<file path="src/rtl/iw_pkg.sv">
package iw_pkg;
   localparam int NSRC = 3;
   localparam int NDST = 2;
   localparam int SLW  = $clog2(NDST);

   function automatic int unsigned ones(input logic [63:0] v, input int unsigned n);
      int unsigned s;
      s = 0;
      for (int unsigned b = 0; b < n; b++) s += int'(v[b]);
      return s;
   endfunction
endpackage

</file>
<file path="src/rtl/iw_entry.sv">
module iw_entry
   import iw_pkg::*;
#(
   parameter int IDXW = 3,
   parameter int TAGW = 3,
   parameter logic [IDXW-1:0] SELF = '0
) (
   input  logic                      clk,
   input  logic                      rst_n,
   input  logic                      alloc,
   input  logic                      squash,
   input  logic                      retire,
   input  logic [NSRC-1:0]           a_rdy,
   input  logic [NSRC-1:0][IDXW-1:0] a_lidx,
   input  logic [NSRC-1:0][TAGW-1:0] a_ltag,
   input  logic [NSRC-1:0][SLW-1:0]  a_lslot,
   input  logic [NDST-1:0]           a_dst_use,
   input  logic                      a_mem,
   input  logic                      wb_valid,
   input  logic [IDXW-1:0]           wb_idx,
   input  logic [TAGW-1:0]           wb_tag,
   input  logic [SLW-1:0]            wb_slot,
   input  logic                      wb_last,
   output logic                      live,
   output logic [TAGW-1:0]           gen,
   output logic                      eligible,
   output logic                      complete,
   output logic [NDST-1:0]           dst_done,
   output logic                      is_mem
);
   logic [NSRC-1:0]           src_ok;
   logic [NSRC-1:0][IDXW-1:0] lnk_idx;
   logic [NSRC-1:0][TAGW-1:0] lnk_tag;
   logic [NSRC-1:0][SLW-1:0]  lnk_slot;
   logic [NSRC-1:0]           hit_src;
   logic                      hit_self;

   always_comb begin
      for (int k = 0; k < NSRC; k++)
         hit_src[k] = wb_valid && (lnk_idx[k] == wb_idx) &&
                      (lnk_tag[k] == wb_tag) && (lnk_slot[k] == wb_slot);
   end

   assign hit_self = wb_valid && (wb_idx == SELF) && (wb_tag == gen);

   always_ff @(posedge clk) begin
      if (!rst_n) begin
         live     <= 1'b0;
         gen      <= '0;
         src_ok   <= '0;
         lnk_idx  <= '0;
         lnk_tag  <= '0;
         lnk_slot <= '0;
         complete <= 1'b0;
         dst_done <= '0;
         is_mem   <= 1'b0;
      end else if (squash) begin
         live     <= 1'b0;
         gen      <= gen + 1'b1;
         complete <= 1'b0;
         is_mem   <= 1'b0;
      end else if (retire) begin
         live     <= 1'b0;
         complete <= 1'b0;
         is_mem   <= 1'b0;
      end else if (alloc) begin
         live     <= 1'b1;
         src_ok   <= a_rdy;
         lnk_idx  <= a_lidx;
         lnk_tag  <= a_ltag;
         lnk_slot <= a_lslot;
         complete <= 1'b0;
         dst_done <= ~a_dst_use;
         is_mem   <= a_mem;
      end else if (live) begin
         src_ok <= src_ok | hit_src;
         if (hit_self) begin
            dst_done[wb_slot] <= 1'b1;
            if (wb_last) complete <= 1'b1;
         end
      end
   end

   assign eligible = live && (&src_ok) && !complete;
endmodule

</file>
<file path="src/rtl/iw_ptr.sv">
module iw_ptr #(
   parameter int DEPTH = 8,
   localparam int IDXW = $clog2(DEPTH),
   localparam int CNTW = $clog2(DEPTH + 1)
) (
   input  logic            clk,
   input  logic            rst_n,
   input  logic            disp_fire,
   input  logic            cmt_fire,
   input  logic            rec_fire,
   input  logic [IDXW-1:0] rec_idx,
   input  logic [IDXW-1:0] rec_age,
   output logic [IDXW-1:0] head,
   output logic [IDXW-1:0] tail,
   output logic            full,
   output logic            empty
);
   logic [CNTW-1:0] count;
   logic [CNTW-1:0] kept;

   assign kept  = CNTW'(rec_age) + CNTW'(1);
   assign full  = (count == CNTW'(DEPTH));
   assign empty = (count == '0);

   always_ff @(posedge clk) begin
      if (!rst_n) begin
         head  <= '0;
         tail  <= '0;
         count <= '0;
      end else begin
         head <= head + IDXW'(cmt_fire);
         if (rec_fire) begin
            tail  <= rec_idx + 1'b1;
            count <= kept - CNTW'(cmt_fire);
         end else begin
            tail  <= tail + IDXW'(disp_fire);
            count <= count + CNTW'(disp_fire) - CNTW'(cmt_fire);
         end
      end
   end
endmodule

</file>
<file path="src/rtl/iw_memq.sv">
module iw_memq
   import iw_pkg::*;
#(
   parameter int DEPTH     = 8,
   parameter int MEM_DEPTH = 4,
   localparam int MUW = $clog2(MEM_DEPTH + 1),
   localparam int SW  = $clog2(DEPTH + 1)
) (
   input  logic             clk,
   input  logic             rst_n,
   input  logic             take,
   input  logic             give,
   input  logic [DEPTH-1:0] drop_vec,
   output logic [MUW-1:0]   used,
   output logic             mfull
);
   logic [SW-1:0] dropped;
   logic [SW-1:0] nxt;

   assign dropped = SW'(ones(64'(drop_vec), DEPTH));
   assign nxt     = SW'(used) + SW'(take) - SW'(give) - dropped;
   assign mfull   = (used == MUW'(MEM_DEPTH));

   always_ff @(posedge clk) begin
      if (!rst_n) used <= '0;
      else        used <= MUW'(nxt);
   end
endmodule

</file>
<file path="src/rtl/instruction_window.sv">
module instruction_window
   import iw_pkg::*;
#(
   parameter int DEPTH     = 8,
   parameter int TAGW      = 3,
   parameter int MEM_DEPTH = 4,
   parameter bit BYPASS    = 1'b1,
   localparam int IDXW = $clog2(DEPTH),
   localparam int MUW  = $clog2(MEM_DEPTH + 1)
) (
   input  logic                 clk,
   input  logic                 rst_n,
   input  logic                 disp_valid,
   input  logic [NSRC-1:0]      disp_src_pend,
   input  logic [NSRC*IDXW-1:0] disp_src_idx,
   input  logic [NSRC-1:0]      disp_src_slot,
   input  logic [NDST-1:0]      disp_dst_use,
   input  logic                 disp_mem,
   output logic                 disp_ready,
   output logic [IDXW-1:0]      disp_idx,
   output logic [TAGW-1:0]      disp_tag,
   input  logic                 wb_valid,
   input  logic [IDXW-1:0]      wb_idx,
   input  logic [TAGW-1:0]      wb_tag,
   input  logic                 wb_slot,
   input  logic                 wb_last,
   output logic [DEPTH-1:0]     ready_vec,
   output logic                 cmt_valid,
   output logic [IDXW-1:0]      cmt_idx,
   output logic                 cmt_mem,
   input  logic                 rec_valid,
   input  logic [IDXW-1:0]      rec_idx,
   input  logic [TAGW-1:0]      rec_tag,
   output logic                 win_full,
   output logic                 win_empty,
   output logic [MUW-1:0]       mem_used
);
   logic [DEPTH-1:0]      e_live, e_done, e_mem, e_elig, kill;
   logic [TAGW-1:0]       e_gen [DEPTH];
   logic [NDST-1:0]       e_dsd [DEPTH];
   logic [IDXW-1:0]       head, tail, rec_age;
   logic                  mem_full, disp_fire, cmt_fire, rec_fire;
   logic [NSRC-1:0]       a_rdy;
   logic [NSRC-1:0][IDXW-1:0] a_lidx;
   logic [NSRC-1:0][TAGW-1:0] a_ltag;
   logic [NSRC-1:0][SLW-1:0]  a_lslot;

   assign disp_ready = !win_full && !rec_valid && !(disp_mem && mem_full);
   assign disp_fire  = disp_valid && disp_ready;
   assign cmt_fire   = !win_empty && e_done[head];
   assign rec_fire   = rec_valid && e_live[rec_idx] && (e_gen[rec_idx] == rec_tag);
   assign rec_age    = rec_idx - head;

   assign disp_idx  = tail;
   assign disp_tag  = e_gen[tail];
   assign ready_vec = e_elig;
   assign cmt_valid = cmt_fire;
   assign cmt_idx   = head;
   assign cmt_mem   = e_mem[head];

   // producer lookup at dispatch, one per source
   for (genvar k = 0; k < NSRC; k++) begin : g_src
      logic [IDXW-1:0] pi;
      logic            sl;
      logic            byp;
      assign pi = disp_src_idx[k*IDXW +: IDXW];
      assign sl = disp_src_slot[k];
      if (BYPASS) begin : g_byp
         assign byp = wb_valid && (wb_idx == pi) && (wb_tag == e_gen[pi]) && (wb_slot == sl);
      end else begin : g_nobyp
         assign byp = 1'b0;
      end
      assign a_rdy[k]   = !disp_src_pend[k] || !e_live[pi] || e_dsd[pi][sl] || byp;
      assign a_lidx[k]  = pi;
      assign a_ltag[k]  = e_gen[pi];
      assign a_lslot[k] = sl;
   end

   // window slots
   for (genvar i = 0; i < DEPTH; i++) begin : g_ent
      logic [IDXW-1:0] age;
      assign age     = IDXW'(i) - head;
      assign kill[i] = rec_fire && e_live[i] && (age > rec_age);

      iw_entry #(.IDXW(IDXW), .TAGW(TAGW), .SELF(IDXW'(i))) u_ent (
         .clk      (clk),
         .rst_n    (rst_n),
         .alloc    (disp_fire && (tail == IDXW'(i))),
         .squash   (kill[i]),
         .retire   (cmt_fire && (head == IDXW'(i))),
         .a_rdy    (a_rdy),
         .a_lidx   (a_lidx),
         .a_ltag   (a_ltag),
         .a_lslot  (a_lslot),
         .a_dst_use(disp_dst_use),
         .a_mem    (disp_mem),
         .wb_valid (wb_valid),
         .wb_idx   (wb_idx),
         .wb_tag   (wb_tag),
         .wb_slot  (wb_slot),
         .wb_last  (wb_last),
         .live     (e_live[i]),
         .gen      (e_gen[i]),
         .eligible (e_elig[i]),
         .complete (e_done[i]),
         .dst_done (e_dsd[i]),
         .is_mem   (e_mem[i])
      );
   end

   iw_ptr #(.DEPTH(DEPTH)) u_ptr (
      .clk      (clk),
      .rst_n    (rst_n),
      .disp_fire(disp_fire),
      .cmt_fire (cmt_fire),
      .rec_fire (rec_fire),
      .rec_idx  (rec_idx),
      .rec_age  (rec_age),
      .head     (head),
      .tail     (tail),
      .full     (win_full),
      .empty    (win_empty)
   );

   iw_memq #(.DEPTH(DEPTH), .MEM_DEPTH(MEM_DEPTH)) u_memq (
      .clk     (clk),
      .rst_n   (rst_n),
      .take    (disp_fire && disp_mem),
      .give    (cmt_fire && e_mem[head]),
      .drop_vec(kill & e_mem),
      .used    (mem_used),
      .mfull   (mem_full)
   );
endmodule

</file>
<file path="config.mk">
export PLATFORM = sky130hd
export DESIGN_NAME = instruction_window
export DESIGN_NICKNAME = d
export VERILOG_FILES = /design/src/rtl/iw_pkg.sv /design/src/rtl/iw_entry.sv /design/src/rtl/iw_ptr.sv /design/src/rtl/iw_memq.sv /design/src/rtl/instruction_window.sv
export SDC_FILE = /design/constraint.sdc
export NUM_CORES = 1
export LEC_CHECK = 0
export ABC_CLOCK_PERIOD_IN_PS = 5750
export BUFFER_PORTS_ARGS = -buffer_cell sky130_fd_sc_hd__buf_2
export CAP_MARGIN = 40
export CORE_UTILIZATION = 57
export DETAILED_ROUTE_END_ITERATION = 8
export MAX_ROUTING_LAYER = met4
export PLACE_DENSITY = 0.77
export SYNTH_ARGS = -nofsm -noshare
export SYNTH_HDL_FRONTEND = slang
export SYNTH_SLANG_ARGS = --single-unit
</file>
<file path="constraint.sdc">
create_clock -name clk -period 5.75 [get_ports clk]
set_input_delay 1.15 -clock clk [delete_from_list [all_inputs] [get_ports clk]]
set_output_delay 1.15 -clock clk [all_outputs]
set_load 0.005 [all_outputs]
</file>
==> metrics.yaml <==
sta:
  relSlewSlack: 0.365
  setup_viol: 0
  timing.final.ws_setup_ps: 488
  rsz0062_at_grt: "false"
  fin_setup_tns_ps: 0
  fin_crit_ps: 5260
  fmax_ghz: 0.190
  tightest_slew_ps: 953
  slew_violations: 0
  fin_crit_sh: 0.915
  finClkSkew_ps: 27.8
  hold_viol_final: 0
  holdWs_ps: 466
clock_network:
  h-tree-depth: 1
  cts_resized: 0
  cts_setup_buffers: 0
  clkSlewWorstSetupHoldPaths_ps: 60
  cts_buffer_depth: 3
  cts_root_buffer: "clkbuf_16"
  clock_sinks: 269
  clk_latency_ps: 580
  cts_tree: "done"
  numCtsBuffers: 30
  cts_hold_buf: 0
layout:
  fin_cells: 2235
  fill_cells: 2356
  finish.instance_area_mm2: 0.0178
  synthToLayoutAreaGrowth_pct: 9.45
  layout_commonest_cell: "dfxtp_1"
  nNetsFinal: 1920
  mostFrequentLayoutCells: "269 x dfxtp_1, 227 x nand2_1, 138 x a21oi_1, 133 x xnor2_1, 117 x nor2_1"
  drive_above_1_share: 0.138
die:
  dieWidth_um: 171
  fp.coreArea_mm2: 0.0279
  placementRows: 61
  fp.dieArea_mm2: 0.0291
  die_y_um: 171
  io_pins: 62
  initial_utilization: 0.582
logic_synthesis:
  synth.area.top_cells: "dfxtp_1 33%, xnor2_1 7.2%, mux2i_1 6.3%"
  ys_warn_count: 0
  ys.flop_type: "dfxtp_1"
  synth_cells: 1864
  ys_types: 74
  avgSynthCellArea_um2: 8.70
  async_flop_share: 0
  synth_top_area_frac: 0.332
  synth_seq_cells: 269
  synth_area_mm2: 0.0162
  synth_edf_count: 0
  yosysTopAreaCell: "dfxtp_1"
  synth_seq_area_share: 0.332
  syn_nets: 1951
global_routing:
  grt_pass1_wl_mm: 79.0
  grt-ovfl-total: 0
  grt_pass1_vias: 13600
  grt_start_max_net_pins: 103
  antenna_found_initial: 1
  grt.total_usage: 0.365
placement:
  dp_cells: 2179
  port_buffers: 61
  dp_slack_ps: -58.6
  dp_hpwl_mm: 34.3
  dpl_cell_area_mm2: 0.0168
  gp_congestion: 0.979
critical_path:
  worstPathRequired_ps: 6190
  worst-path-max-fanout: 4
  start_kind: "input pin"
  critPathArrivalTime_ps: 5700
  crit_type: "in2reg"
  end_kind: "flip-flop"
power:
  ir_worst_vdd_uv: 277
  powerDensity_mw_per_mm2: 252
  leakagePower_nw: 6.43
status:
  status: "complete, no violations"
routing:
  drtPass1Iterations: 6
  detail_route.wl_per_cell_um: 23.1
  drt_iter0_drc: 1617
  detail-route-antenna-nets: 0
  drcViolationCount: 0
  viasPerCell: 6.41
  via_count: 14300
  wl_mm: 51.7
hold_path:
  min_path_type: "reg2reg"
run:
  cap_violations: 0
==> cell families (layout without fill, tap and decap cells) <==
kind of cell,count (synthesis),count (layout),share of synthesized area
other,0,1,0
adders and majority gates,53,53,0.0441
muxes,160,160,0.122
and+or+nand+nor,574,574,0.173
DFF,269,269,0.332
AOI/OAI and AO/OA,326,326,0.134
buffers and inverters,251,243,0.0677
xor gates and xnor gates,231,231,0.126
==> worst max-delay path: stages <==
cell and delay [ps]:
buf_2 120, inv_4 60, ha_4 120, inv_1 50
fa_2 580, inv_4 70, ha_4 270, nor2b_1 170
a2bb2oi_1 200, maj3_2 250, nand2_4 50, nor3_1 190
ha_1 160, inv_1 50, fa_1 380, inv_1 90
fa_1 440, fa_1 510, inv_1 50, ha_1 210
xor2_1 150, xnor2_1 200, xnor2_1 140, nor2_1 50
==> report_power, final <==
| group | leakage (nW) | internal (mW) | switching, mW |
|---|---|---|---|
| Clock | 0.489 | 1.10 | 0.796 |
| Sequential | 2.17 | 1.91 | 0.0372 |
| Combinational | 3.77 | 0.232 | 0.402 |
==> worst paths after layout <==
kind	slack [ps]	depth (start not counted)	to	from
worst max-delay path	490	24	u_memq.used[2]	rec_idx[0]
worst min register to register	470	2	g_ent[2].u_ent.lnk_tag[2]	g_ent[2].u_ent.lnk_tag[2]
worst min-delay path	470	2	g_ent[2].u_ent.lnk_tag[2]	g_ent[2].u_ent.lnk_tag[2]
worst max register to register	850	21	u_memq.used[2]	u_ptr.head[1]
==> layout make-up <==
| cell class | count | area (um^2) | share of cell area |
|---|---|---|---|
| Sequential cell | 269 | 5390 | 0.303 |
| Inverter | 81 | 317 | 0.0178 |
| Clock buffer | 45 | 877 | 0.0494 |
| Multi-Input combinational cell | 1344 | 9850 | 0.555 |
| Tap cell | 378 | 473 | 0.0266 |
| Antenna cell | 1 | 2.50 | 0.000141 |
| Timing Repair Buffer | 107 | 739 | 0.0416 |
| Clock inverter | 10 | 110 | 0.00620 |
==> state kept, by name, summed over array words and instances, names as in the netlist <==
| register | flops |
|---|---|
| g_ent.u_ent.lnk_idx | 72 |
| g_ent.u_ent.lnk_tag | 72 |
| g_ent.u_ent.gen | 24 |
| g_ent.u_ent.lnk_slot | 24 |
| g_ent.u_ent.src_ok | 24 |
| g_ent.u_ent.dst_done | 16 |
| g_ent.u_ent.complete | 8 |
| g_ent.u_ent.is_mem | 8 |
| g_ent.u_ent.live | 8 |
| u_ptr.count | 4 |
| u_memq.used | 3 |
| u_ptr.head | 3 |
| u_ptr.tail | 3 |
==> through the flow <==
stage / utilization / power (mW)
4_1_cts: 0.637 / 4.49
5_1_grt: 0.637 / 4.62
3_3_place_gp: 0.597 / 2.59
3_5_place_dp: 0.602 / 2.61
2_1_floorplan: - / 2.42
6_report: 0.637 / 4.48
==> cells in the mapped netlist (32+ instances only) <==
master    count
nand2_1     229
xor2_1       94
clkbuf_1    102
a21oi_1     138
dfxtp_1     269
nor3_1       41
inv_1        79
mux2i_1     102
xnor2_1     134
o21ai_0      54
ha_1         42
nand4_1      40
nor2_1      117
buf_2        32
==> routing by layer <==
metal / track usage / vias up / share of wire
li1: - / 6392 / -
met1: 0.459 / 6890 / 0.39
met2: 0.571 / 814 / 0.45
met3: 0.0527 / 228 / 0.10
met4: 0.185 / 0 / 0.057
met5: - / - / 0
Power figures use the tool's default switching activity.
